`src/rtl/split_repeat_monitor.sv`:
```
module split_repeat_monitor #(
  parameter int MID_W    = 4,
  parameter int TGT_W    = 2,
  parameter int BUS_SIDE = 1,
  parameter int CNT_W    = 8
) (
  input  logic             clk,
  input  logic             rst_n,
  input  logic             clr,
  input  logic             xfer_done,
  input  logic [MID_W-1:0] xfer_mid,
  input  logic             xfer_split,
  input  logic [TGT_W-1:0] xfer_tgt,
  output logic             err_sticky,
  output logic             err_pulse,
  output logic [CNT_W-1:0] err_count
);
  localparam int HW = MID_W + 1;
  localparam logic [HW-1:0]    NO_MASTER = {1'b1, {MID_W{1'b0}}};
  localparam logic [CNT_W-1:0] CNT_MAX   = '1;

  logic [HW-1:0] last_mid_q;
  logic          pend_q;
  logic          tgt_ok;

  generate
    if (BUS_SIDE != 0) begin : g_bus
      assign tgt_ok = (xfer_tgt == '0);
    end else begin : g_slave
      assign tgt_ok = 1'b1;
    end
  endgenerate

  wire qual        = xfer_done && tgt_ok;
  wire split_now   = qual && xfer_split;
  wire same_master = qual && ({1'b0, xfer_mid} == last_mid_q);
  wire violation   = same_master && pend_q && split_now;

  always_ff @(posedge clk) begin
    if (!rst_n) begin
      last_mid_q <= NO_MASTER;
      pend_q     <= 1'b0;
    end else if (qual) begin
      last_mid_q <= {1'b0, xfer_mid};
      pend_q     <= split_now || (pend_q && !same_master);
    end
  end

  always_ff @(posedge clk) begin
    if (!rst_n) begin
      err_pulse  <= 1'b0;
      err_sticky <= 1'b0;
      err_count  <= '0;
    end else begin
      err_pulse  <= violation;
      err_sticky <= violation || (err_sticky && !clr);
      if (clr)
        err_count <= violation ? CNT_W'(1) : '0;
      else if (violation && err_count != CNT_MAX)
        err_count <= err_count + CNT_W'(1);
    end
  end
endmodule

```
`config.mk`:
```
export PLATFORM = sky130hd
export DESIGN_NAME = split_repeat_monitor
export DESIGN_NICKNAME = d
export VERILOG_FILES = /design/src/rtl/split_repeat_monitor.sv
export SDC_FILE = /design/constraint.sdc
export NUM_CORES = 1
export LEC_CHECK = 0
export ABC_AREA = 1
export CORE_MARGIN = 4
export CORE_UTILIZATION = 47
export CTS_BUF_LIST = sky130_fd_sc_hd__clkbuf_16
export DETAILED_ROUTE_END_ITERATION = 12
export MAX_ROUTING_LAYER = met4
export PLACE_DENSITY_LB_ADDON = 0.08
export REMOVE_ABC_BUFFERS = 1
export SLEW_MARGIN = 15
export SYNTH_ARGS = -nofsm -noshare
export SYNTH_HDL_FRONTEND = slang
export SYNTH_SLANG_ARGS = --single-unit
```
`constraint.sdc`:
```
create_clock -name clk -period 1.84 [get_ports clk]
set_input_delay 0.368 -clock clk [delete_from_list [all_inputs] [get_ports clk]]
set_output_delay 0.368 -clock clk [all_outputs]
set_load 0.05 [all_outputs]
```
==> run summary <==
### STA
* # setup viols final: 0
* minimum clock period: 1730 ps
* RSZ-0062 raised after global routing: false
* worst clock skew: 2.02 ps
* WHS: 452 ps
* worst-margin pin slew: 491 ps
* final period utilization: 94.1%
* Hold Fails Final Rpt: 0
* worst path setup slack after routing: 109 ps
* maximum operating frequency: 0.578 GHz
* sum of negative setup slack: 0 ps
* headroom to the max-slew limit: 67.2%
* number of pins with negative max-slew slack in the final report: 0

### Critical path
* critical path launch point type: register
* Buffers & Inverters on Critical Path: 1
* Setup CP Type: reg2out
* cells on worst reg2reg path: 8
* chain of cells forming the critical path: clkdlybuf4s50_1
* critical path peak fanout: 2
* slowest cell on the critical path: sky130_fd_sc_hd__clkdlybuf4s50_1
* kind of capture point of the worst setup path: output port
* number of gates on the worst path with buffers counted: 1
* required time at the endpoint of the critical path: 1470 ps
* slowest cell delay on critical path: 800 ps
* critical path's top delay family: buffers and inverters
* worst path arrival time: 1360 ps

### Yosys
* sequential fraction of the synthesis area: 36.7%
* count of yosys warnings during synthesis: 0
* synthesized area per cell: 6.81 um2
* post-synth cell types: 21
* netlist area before placement: 872 um2
* area share of the largest cell type after synthesis: 36.7%
* Synth area leader: sky130_fd_sc_hd__dfxtp_1
* Synth Register Bits: 16
* Synth Instances: 128
* leading cell types by total area after synthesis: sky130_fd_sc_hd__dfxtp_1 (37%), sky130_fd_sc_hd__nand2_1 (15%), sky130_fd_sc_hd__inv_1 (7.7%), sky130_fd_sc_hd__nor2_1 (6.5%), sky130_fd_sc_hd__a21oi_1 (4.6%)

### Drt
* final WL: 1830 um
* post-route met1 wirelength: 839 um
* mean number of vias per cell: 4.89
* Routed WL per cell: 10.2 um
* highest routed layer: met4
* met2 WL: 884 um
* total via count after detailed routing: 880
* Post-route DRC: 0
* number of iterations in the first detailed-routing pass: 4
* remaining antenna violation count: 0
* total length of routed met3 wires: 85 um
* Initial DRC Count: 21

### Finish
* P&R area growth vs syn: 36.3%
* total inserted antenna cells: 0
* layout cell share with drive strength beyond 1: 20.6%
* final net count: 169
* FILL cells: 155
* Final Cell Area: 1190 um2
* Util after Layout: 68.1%
* non-filler cells in the finished layout: 180

### Die
* area of the core: 1750 um2
* io pins: 21
* overall die height: 51.1 um
* DIE AREA: 2610 um2
* die outline width: 51.1 um
* Cell Rows: 15
* initial cell density of the core: 50.0%

### Clocking
* buffer depth of the longest clock path: 2
* clock tree from TritonCTS: built
* number of CTS-inserted buffers: 3
* clk sinks: 16
* clock slew at the register clock pins of the worst setup and hold paths: 50 ps
* number of post-CTS setup repair buffers: 0
* # resized after CTS: 0
* Clk Latency, worst-skew pair: 240 ps
* maximum level of the CTS H-tree: 1
* CTS Hold Buffers Added: 0
* root buffer cell: sky130_fd_sc_hd__clkbuf_16

### GRT
* number of antenna violations at the first check in global routing: 0
* via count of the first global-routing pass: 855
* pin count of the biggest net entering global routing: 9
* total routing usage reported by global routing: 17.9%
* remaining global-route overflow: 0
* first-pass GRT wire length: 3480 um

### Place
* pre-CTS worst setup slack: -36.5 ps
* placer's final routability congestion estimate: 0.802
* quantity of I/O buffers inserted on ports: 20
* sum of net half-perimeters after detailed placement: 1440 um
* post-placement cell area: 1110 um2
* number of placed instances with taps included: 177

### Pwr
* overall power after layout: 0.845 mW
* power density normalized to cell area: 711 nW/um2
* leak pwr: 0.499 nW
* Max rail drop VDD: 0.445 mV

### Min path
* number of stages on the worst hold path: 2
* Hold Path Class: reg2reg

### Status
* status: finished, final reports clean

### Job
* count of maximum capacitance violations: 0

## cells in the final DEF (no fill, tap or decap)
cell                              instances
sky130_fd_sc_hd__a21oi_1                  8
sky130_fd_sc_hd__a21oi_2                  2
sky130_fd_sc_hd__buf_4                   12
sky130_fd_sc_hd__clkbuf_16                3
sky130_fd_sc_hd__clkdlybuf4s50_1         12
sky130_fd_sc_hd__clkinv_2                 1
sky130_fd_sc_hd__dfxtp_1                 16
sky130_fd_sc_hd__ha_1                     1
sky130_fd_sc_hd__inv_1                   18
sky130_fd_sc_hd__inv_2                    1
sky130_fd_sc_hd__nand2_1                 34
sky130_fd_sc_hd__nand2_2                  3
sky130_fd_sc_hd__nand3_1                  7
sky130_fd_sc_hd__nand3_2                  2
sky130_fd_sc_hd__nand4_1                  1
sky130_fd_sc_hd__nand4_4                  1
sky130_fd_sc_hd__nor2_1                  15
sky130_fd_sc_hd__nor2_2                   3
sky130_fd_sc_hd__nor2_4                   3
sky130_fd_sc_hd__nor3_1                   1
sky130_fd_sc_hd__o21ai_0                  6
sky130_fd_sc_hd__o21ai_1                  3
sky130_fd_sc_hd__o21ai_2                  1
sky130_fd_sc_hd__xor2_1                   1
## per-layer routing
layer | up-vias | track usage (%)
met5 | - | -
met4 | 0 | 7.62
met3 | 4 | 4.37
met2 | 17 | 27.7
met1 | 399 | 22.1
li1 | 460 | -
## power by group
| part | internal (mW) | switching [mW] |
|---|---|---|
| clock | 0.284 | 0.125 |
| sequential | 0.354 | 0.00304 |
| combinational | 0.0371 | 0.0414 |
| total | 0.676 | 0.169 |
## cells by family after synthesis
logic type / after synthesis / share of synthesized area [%]
compound gates: 20 / 12.8
xor+xnor: 1 / 1.00
fa+ha+maj: 1 / 1.43
buf+inv: 20 / 8.75
flops: 16 / 36.7
simple gates: 70 / 39.3
## layout make-up
cell class	count	area [um2]	share of cell area (%)
clock buffer	3	75.1	6.32
inverter	20	76.3	6.42
multi-input combinational	92	475	40.0
sequential	16	320	26.9
tap	25	31.3	2.63
timing repair buffer	24	210	17.7
## synth_stat cells (all sizes together)
| library cell | count |
|---|---|
| xor2 | 1 |
| nor2 | 21 |
| dfxtp | 16 |
| ha | 1 |
| nand3 | 9 |
| nand4 | 2 |
| o21ai | 10 |
| nor3 | 1 |
| nand2 | 37 |
| clkinv | 1 |
| a21oi | 10 |
| inv | 19 |
## final timing paths
check,slack [ps],startpoint,endpoint
max,110,err_sticky$_SDFF_PN0_,err_sticky
min,450,err_sticky$_SDFF_PN0_,err_sticky$_SDFF_PN0_
max reg2reg,280,err_count[0]$_SDFFE_PN0P_,err_count[2]$_SDFFE_PN0P_
min reg2reg,450,err_sticky$_SDFF_PN0_,err_sticky$_SDFF_PN0_
## sequential cells by signal, indices dropped and copies added (netlist names)
register,flops
err_count,8
last_mid_q,5
err_pulse,1
err_sticky,1
pend_q,1
Note: power is estimated with default switching activity, not from simulation.
